## src/rtl/synctl_pkg.sv

```systemverilog
package synctl_pkg;
  localparam int WORD_W = 24;
  localparam int DST_W  = 2;
  localparam int NUM_DST = 3;

  typedef enum logic [1:0] {
    DST_REF  = 2'b00,
    DST_CNT  = 2'b01,
    DST_FUNC = 2'b10,
    DST_NONE = 2'b11
  } dst_e;

  typedef enum logic [2:0] {
    MX_HIZ   = 3'b000,
    MX_LOCKD = 3'b001,
    MX_NDIV  = 3'b010,
    MX_HIGH  = 3'b011,
    MX_RDIV  = 3'b100,
    MX_LOCKA = 3'b101,
    MX_SDO   = 3'b110,
    MX_LOW   = 3'b111
  } mon_e;

  // reference register
  localparam int RDIV_LO = 2;
  localparam int RDIV_W  = 14;
  localparam int BL_LO   = 16;
  localparam int BL_W    = 2;
  // counter register
  localparam int ACNT_LO = 2;
  localparam int ACNT_W  = 6;
  localparam int BCNT_LO = 8;
  localparam int BCNT_W  = 13;
  localparam int LDF_BIT = 21;
  // function register
  localparam int CRST_BIT = 2;
  localparam int SWPD_BIT = 3;
  localparam int MUX_LO   = 4;
  localparam int MUX_W    = 3;
  localparam int POL_BIT  = 7;
  localparam int TRI_BIT  = 8;
  localparam int PSC_LO   = 22;
  localparam int PSC_W    = 2;
endpackage

```

## src/rtl/synctl_sync_edge.sv

```systemverilog
module synctl_sync_edge #(
  parameter int W      = 3,
  parameter int STAGES = 2
) (
  input  logic         clk,
  input  logic         rst_n,
  input  logic [W-1:0] async_in,
  output logic [W-1:0] level,
  output logic [W-1:0] rise
);
  logic [W-1:0] pipe [STAGES];
  logic [W-1:0] prev;

  genvar s;
  generate
    for (s = 0; s < STAGES; s++) begin : g_stage
      if (s == 0) begin : g_first
        always_ff @(posedge clk or negedge rst_n)
          if (!rst_n) pipe[0] <= '0;
          else        pipe[0] <= async_in;
      end else begin : g_next
        always_ff @(posedge clk or negedge rst_n)
          if (!rst_n) pipe[s] <= '0;
          else        pipe[s] <= pipe[s-1];
      end
    end
  endgenerate

  always_ff @(posedge clk or negedge rst_n)
    if (!rst_n) prev <= '0;
    else        prev <= pipe[STAGES-1];

  assign level = pipe[STAGES-1];
  assign rise  = pipe[STAGES-1] & ~prev;
endmodule

```

## src/rtl/synctl_shifter.sv

```systemverilog
module synctl_shifter #(
  parameter int WORD_W = 24
) (
  input  logic              clk,
  input  logic              rst_n,
  input  logic              shift_en,
  input  logic              bit_in,
  output logic [WORD_W-1:0] word
);
  always_ff @(posedge clk or negedge rst_n)
    if (!rst_n)        word <= '0;
    else if (shift_en) word <= {word[WORD_W-2:0], bit_in};

  // older bits move toward the MSB, the new bit enters at bit 0
  p_msb_first_r1: assert property (@(posedge clk) disable iff (!rst_n)
    shift_en |=> (word[0] == $past(bit_in)) &&
                 (word[WORD_W-1] == $past(word[WORD_W-2])));
endmodule

```

## src/rtl/synctl_latch_bank.sv

```systemverilog
module synctl_latch_bank
  import synctl_pkg::*;
#(
  parameter int WORD_W = 24
) (
  input  logic              clk,
  input  logic              rst_n,
  input  logic              load_en,
  input  logic [WORD_W-1:0] word,
  output logic [WORD_W-1:0] ref_q,
  output logic [WORD_W-1:0] cnt_q,
  output logic [WORD_W-1:0] fn_q
);
  logic [WORD_W-1:0] bank [NUM_DST];

  genvar d;
  generate
    for (d = 0; d < NUM_DST; d++) begin : g_dst
      always_ff @(posedge clk or negedge rst_n)
        if (!rst_n) bank[d] <= '0;
        else if (load_en && (word[DST_W-1:0] == DST_W'(d))) bank[d] <= word;
    end
  endgenerate

  assign ref_q = bank[DST_REF];
  assign cnt_q = bank[DST_CNT];
  assign fn_q  = bank[DST_FUNC];

  // the unused destination code leaves every register alone
  p_skip_code3_r9: assert property (@(posedge clk) disable iff (!rst_n)
    (load_en && word[1:0] == DST_NONE) |=>
      ($stable(ref_q) && $stable(cnt_q) && $stable(fn_q)));

  // a load toward the counter register lands there and nowhere else
  p_route_cnt_r2: assert property (@(posedge clk) disable iff (!rst_n)
    (load_en && word[1:0] == DST_CNT) |=>
      (cnt_q == $past(word)) && $stable(ref_q) && $stable(fn_q));
endmodule

```

## src/rtl/synctl_outmux.sv

```systemverilog
module synctl_outmux
  import synctl_pkg::*;
(
  input  logic       clk,
  input  logic       rst_n,
  input  logic [2:0] sel,
  input  logic       pd_eff,
  input  logic       lock_dig,
  input  logic       lock_ana,
  input  logic       ndiv_tap,
  input  logic       rdiv_tap,
  input  logic       sdo,
  output logic       mon_out,
  output logic       mon_oe
);
  always_comb begin
    mon_oe  = 1'b1;
    mon_out = 1'b0;
    unique case (mon_e'(sel))
      MX_HIZ:   mon_oe  = 1'b0;
      MX_LOCKD: mon_out = lock_dig & ~pd_eff;
      MX_NDIV:  mon_out = ndiv_tap;
      MX_HIGH:  mon_out = 1'b1;
      MX_RDIV:  mon_out = rdiv_tap;
      MX_LOCKA: mon_out = lock_ana;
      MX_SDO:   mon_out = sdo;
      MX_LOW:   mon_out = 1'b0;
      default:  mon_oe  = 1'b0;
    endcase
  end

  // the released code never drives, the constant codes hold their level
  p_release_r6: assert property (@(posedge clk) disable iff (!rst_n)
    (sel == MX_HIZ) |-> !mon_oe);
  p_const_r6: assert property (@(posedge clk) disable iff (!rst_n)
    (sel == MX_HIGH || sel == MX_LOW) |-> (mon_oe && (mon_out == (sel == MX_HIGH))));
endmodule

```

## src/rtl/synctl_top.sv

```systemverilog
module synctl_top
  import synctl_pkg::*;
(
  input  logic        clk,
  input  logic        rst_n,
  input  logic        ser_clk,
  input  logic        ser_data,
  input  logic        ser_load,
  input  logic        chip_en,
  input  logic        lock_dig,
  input  logic        lock_ana,
  input  logic        ndiv_tap,
  input  logic        rdiv_tap,
  output logic [13:0] r_div,
  output logic [1:0]  bl_code,
  output logic [5:0]  a_cnt,
  output logic [12:0] b_cnt,
  output logic        ld_fine,
  output logic [1:0]  psc_sel,
  output logic        pd_neg,
  output logic [2:0]  mux_sel,
  output logic        pwr_down,
  output logic        cnt_hold,
  output logic        cp_hiz,
  output logic        mon_out,
  output logic        mon_oe
);
  localparam int SYNC_STAGES = 2;
  localparam int IDX_CLK  = 0;
  localparam int IDX_DAT  = 1;
  localparam int IDX_LOAD = 2;
  localparam int NSER     = 3;

  logic [NSER-1:0]   ser_lvl, ser_rise;
  logic [WORD_W-1:0] chain, ref_q, cnt_q, fn_q;
  logic              crst, pd_eff;

  synctl_sync_edge #(.W(NSER), .STAGES(SYNC_STAGES)) u_sync (
    .clk      (clk),
    .rst_n    (rst_n),
    .async_in ({ser_load, ser_data, ser_clk}),
    .level    (ser_lvl),
    .rise     (ser_rise)
  );

  synctl_shifter #(.WORD_W(WORD_W)) u_shift (
    .clk      (clk),
    .rst_n    (rst_n),
    .shift_en (ser_rise[IDX_CLK]),
    .bit_in   (ser_lvl[IDX_DAT]),
    .word     (chain)
  );

  synctl_latch_bank #(.WORD_W(WORD_W)) u_bank (
    .clk     (clk),
    .rst_n   (rst_n),
    .load_en (ser_rise[IDX_LOAD]),
    .word    (chain),
    .ref_q   (ref_q),
    .cnt_q   (cnt_q),
    .fn_q    (fn_q)
  );

  assign r_div   = ref_q[RDIV_LO +: RDIV_W];
  assign bl_code = ref_q[BL_LO +: BL_W];
  assign a_cnt   = cnt_q[ACNT_LO +: ACNT_W];
  assign b_cnt   = cnt_q[BCNT_LO +: BCNT_W];
  assign ld_fine = cnt_q[LDF_BIT];
  assign psc_sel = fn_q[PSC_LO +: PSC_W];
  assign pd_neg  = fn_q[POL_BIT];
  assign mux_sel = fn_q[MUX_LO +: MUX_W];
  assign crst    = fn_q[CRST_BIT];

  assign pd_eff   = fn_q[SWPD_BIT] | ~chip_en;
  assign pwr_down = pd_eff;
  assign cnt_hold = crst | pd_eff;
  assign cp_hiz   = fn_q[TRI_BIT] | crst | pd_eff;

  synctl_outmux u_mux (
    .clk      (clk),
    .rst_n    (rst_n),
    .sel      (mux_sel),
    .pd_eff   (pd_eff),
    .lock_dig (lock_dig),
    .lock_ana (lock_ana),
    .ndiv_tap (ndiv_tap),
    .rdiv_tap (rdiv_tap),
    .sdo      (chain[WORD_W-1]),
    .mon_out  (mon_out),
    .mon_oe   (mon_oe)
  );

  // low enable forces all three controls in the same cycle
  p_ce_force_r7: assert property (@(posedge clk) disable iff (!rst_n)
    !chip_en |-> (pwr_down && cp_hiz && cnt_hold));

  // toggling enable alone does not disturb stored fields
  p_ce_keep_r8: assert property (@(posedge clk) disable iff (!rst_n)
    ($changed(chip_en) && !ser_rise[IDX_LOAD]) |=> ($stable(r_div) && $stable(b_cnt)));

  // counter reset implies hold and three-state
  p_crst_r11: assert property (@(posedge clk) disable iff (!rst_n)
    crst |-> (cnt_hold && cp_hiz));
endmodule

```

## config.mk

```make
export PLATFORM = sky130hd
export DESIGN_NAME = synctl_top
export DESIGN_NICKNAME = d
export VERILOG_FILES = /design/src/rtl/synctl_pkg.sv /design/src/rtl/synctl_sync_edge.sv /design/src/rtl/synctl_shifter.sv /design/src/rtl/synctl_latch_bank.sv /design/src/rtl/synctl_outmux.sv /design/src/rtl/synctl_top.sv
export SDC_FILE = /design/constraint.sdc
export NUM_CORES = 1
export LEC_CHECK = 0
export BUFFER_PORTS_ARGS = -buffer_cell sky130_fd_sc_hd__buf_2
export CORE_MARGIN = 2
export CORE_UTILIZATION = 50
export DETAILED_ROUTE_END_ITERATION = 8
export GPL_ROUTABILITY_DRIVEN = 0
export PLACE_DENSITY = 0.8
export SETUP_SLACK_MARGIN = 0.02
export SYNTH_ARGS = -nofsm -noshare
export SYNTH_HDL_FRONTEND = slang
export SYNTH_SLANG_ARGS = --single-unit
```

## constraint.sdc

```tcl
create_clock -name clk -period 4.34 [get_ports clk]
set_clock_uncertainty 0.15 [all_clocks]
set_input_delay 0.434 -clock clk [delete_from_list [all_inputs] [get_ports clk]]
set_output_delay 0.434 -clock clk [all_outputs]
set_load 0.01 [all_outputs]
```

==> flow_summary.yaml <==
logic_synthesis:
  synth_flop_cell: "dfrtp_1"
  synth_edf_count: 0
  syn_nets: 184
  yosysUniqueCellTypes: 17
  synth_area_sq_um: 2917
  synthArstFlopShare_pct: 100.0
  synth.most_common_cell: "dfrtp_1"
  yosysWarnings: 0
  synth_largest_area_cell: "dfrtp_1"
  synth_top_area_share_pct: 66.07
  synthCells: 174
  synth.area.top_cells: "dfrtp_1 (66%), mux2_2 (27%), buf_4 (1.3%)"
  synthTopCellsByCount: "dfrtp_1 (77), mux2_2 (69), buf_2 (5), buf_4 (5)"
  ys_seq_elements: 77
  syn_area_per_cell_sq_um: 16.76
  yosysSeqAreaShare_pct: 66.07
layout:
  nFillCells: 434
  multi_input_area_sq_um: 910.9
  layout.nets: 240
  seq_area_sq_um: 1927
  diodes: 0
  layout-drive-gt1-share_pct: 60.85
  syn_to_final_growth_pct: 16.34
clock_network:
  cts_tree: "done"
  ctsHoldBuffers: 0
  post_cts_buffers: 0
  ctsResizeCount: 0
  clock_sinks: 77
  clock_latency_ns: 0.34
  cts_htree_levels: 3
  root_buffer: "clkbuf_8"
  clk_path_buf_depth: 2
  cts_buffers: 9
  path_clk_slew_ns: 0.07
hold_path:
  hold_path_depth: 1
  worstHoldPathType: "in -> reg"
  hp-start: "ser_clk"
  whs_endpoint: "u_sync.pipe[3]$_DFF_PN0_"
worst_setup_path:
  crit_chain: "nand2b_1 -> a31o_2 -> a211oi_1 -> buf_2"
  arrival_ns: 1.52
  reg2reg_from: "u_shift.word[1]$_DFFE_PN0P_"
  cp_max_fo: 8
  startpoint: "u_bank.fn_q[4]$_DFFE_PN0P_"
  slowest_stage: "dfrtp_1"
  worstSetupPathType: "reg -> out"
  reg2regPathDepth: 2
  r2r_slack_ns: 2.31
  r2r_end: "u_bank.ref_q[13]$_DFFE_PN0P_"
  worstPathRequired_ns: 3.76
  end_kind: "output pin"
  cpPeakStageDelay_ns: 0.45
  critPathLaunchType: "register"
placed_design:
  dpl.hpwl_um: 3220
  io_buffers: 56
  dp_slack_ns: 2.301
floorplan:
  rows: 27
  dieHeight_um: 80.38
  initial_core_util_pct: 52.32
  pin_count: 57
  fp.dieW_um: 80.38
  core_sq_um: 5574
  die-area_sq_um: 6460
timing:
  finalCritPeriodShare_pct: 48.44
  fmax_mhz: 475.6
  fin_setup_tns_ns: 0
  period_needed_ns: 2.102
  rsz0062_at_grt: "false"
  fin_hold_ws_ns: 0.04424
  finalSetupViolations: 0
  hold_violations: 0
  tightest_slew_ns: 1.022
  setup_ws_ns: 2.238
  drv_slew: 0
  slew-limit-headroom_pct: 31.57
route:
  drtIter0Drc: 100
  wirelength_um: 4866
  num_vias: 1616
  ant_nets: 0
  viasPerCell: 5.264
  drcViolationCount: 0
  drt-wirelength-per-cell_um: 15.85
  dr.pass1.iters: 4
global_route:
  first_global_vias: 1617
  grt_pass1_wl_um: 7983
  grt_max_degree: 78
  antenna_found_initial: 0
  grt.overflow.total: 0
  grt_use_total_pct: 16.79
job:
  maxCapViolations: 0
power_and_ir_drop:
  switching_share_pct: 29.95
  seqPwrFrac_pct: 52.7
  p_leak_nw: 1.714
  p_int_mw: 1.447
  vdd_drop_max_mv: 0.2892
  clock_power_share_pct: 23.0
  power_density_nw_per_um2: 608.8
  switchingPower_uw: 618.8
  comb_power_share_pct: 24.3
outcome:
  status: "completed"
-- metrics by stage --
| step | std cells | util, % | area, sq um | total power [mW] |
|---|---|---|---|---|
| floorplan | 174 | - | 2917 | 1.388 |
| global placement | 291 | 57.80 | 3222 | 1.586 |
| detailed placement | 291 | 57.80 | 3222 | 1.614 |
| CTS | 307 | 60.88 | 3393 | 2.090 |
| global route | 307 | 60.88 | 3393 | 2.182 |
| finish | 307 | 60.88 | 3393 | 2.066 |
-- worst max path at each step --
stage	slack, ns	depth (start not counted)	endpoint
floorplan	2.66	3	mon_out
detailed placement	2.30	2	u_bank.ref_q[13]$_DFFE_PN0P_
finish	2.24	4	mon_out
CTS	2.21	4	mon_out
global placement	2.36	2	u_bank.ref_q[7]$_DFFE_PN0P_
global route	2.15	4	mon_out
-- layer usage --
metal	track usage (%)	wire length, um
met5	0	0
met4	6.610	81
met2	25.83	2421
met1	21.75	2090
met3	6.180	272
-- cell type report --
type | count | area share (%)
Tap cell | 72 | 2.655
Inverter | 1 | 0.1106
Timing Repair Buffer | 57 | 8.555
Clock buffer | 15 | 4.904
Multi-Input combinational cell | 84 | 26.84
Sequential cell | 77 | 56.78
Clock inverter | 1 | 0.1475
-- kinds of logic (layout without fill, tap and decap cells) --
logic type,count (synthesis),after routing,share of synthesized area [%]
AOI/OAI and AO/OA,5,5,1.201
buffers and inverters,13,74,2.788
DFF,77,77,66.07
muxes,69,69,26.64
and+or+nand+nor,10,10,3.303
-- flip-flops by register name, indices dropped and copies added (netlist names) --
register / count
u_bank.ref_q: 16
u_bank.fn_q: 9
u_sync.prev: 2
u_sync.pipe: 3
u_shift.word: 24
u_sync.level: 3
u_bank.cnt_q: 20
-- cells in the final DEF, fill, tap and decap left out --
cell      instances
buf_4             2
a31o_2            1
buf_2            55
nor2b_2           1
nor4b_4           1
a211oi_1          2
a31oi_1           1
clkbuf_1          4
nor2b_1           1
inv_1             1
nand2b_1          2
mux2_2           69
and4bb_2          2
or3_1             2
dfrtp_1          77
nor4bb_1          1
clkinv_2          1
o21ai_0           1
clkbuf_8         11
-- critical path, delay by kind of cell (launching register included) --
| kind | cells | cell delay [ns] |
|---|---|---|
| flip-flops | 1 | 0.45 |
| AO/OA/AOI/OAI | 2 | 0.39 |
| buffers and inverters | 1 | 0.16 |
| AND/OR/NAND/NOR | 1 | 0.17 |
-- power groups by stage --
stage                     clock network (mW)  logic, mW  registers [mW]
after floorplan                            0      0.283            1.11
after detailed placement                   0      0.510            1.10
after global placement                     0      0.489            1.10
final                                  0.475      0.502            1.09
after global routing                   0.512      0.545            1.13
after CTS                              0.486      0.512            1.09
Power figures use the tool's default switching activity.
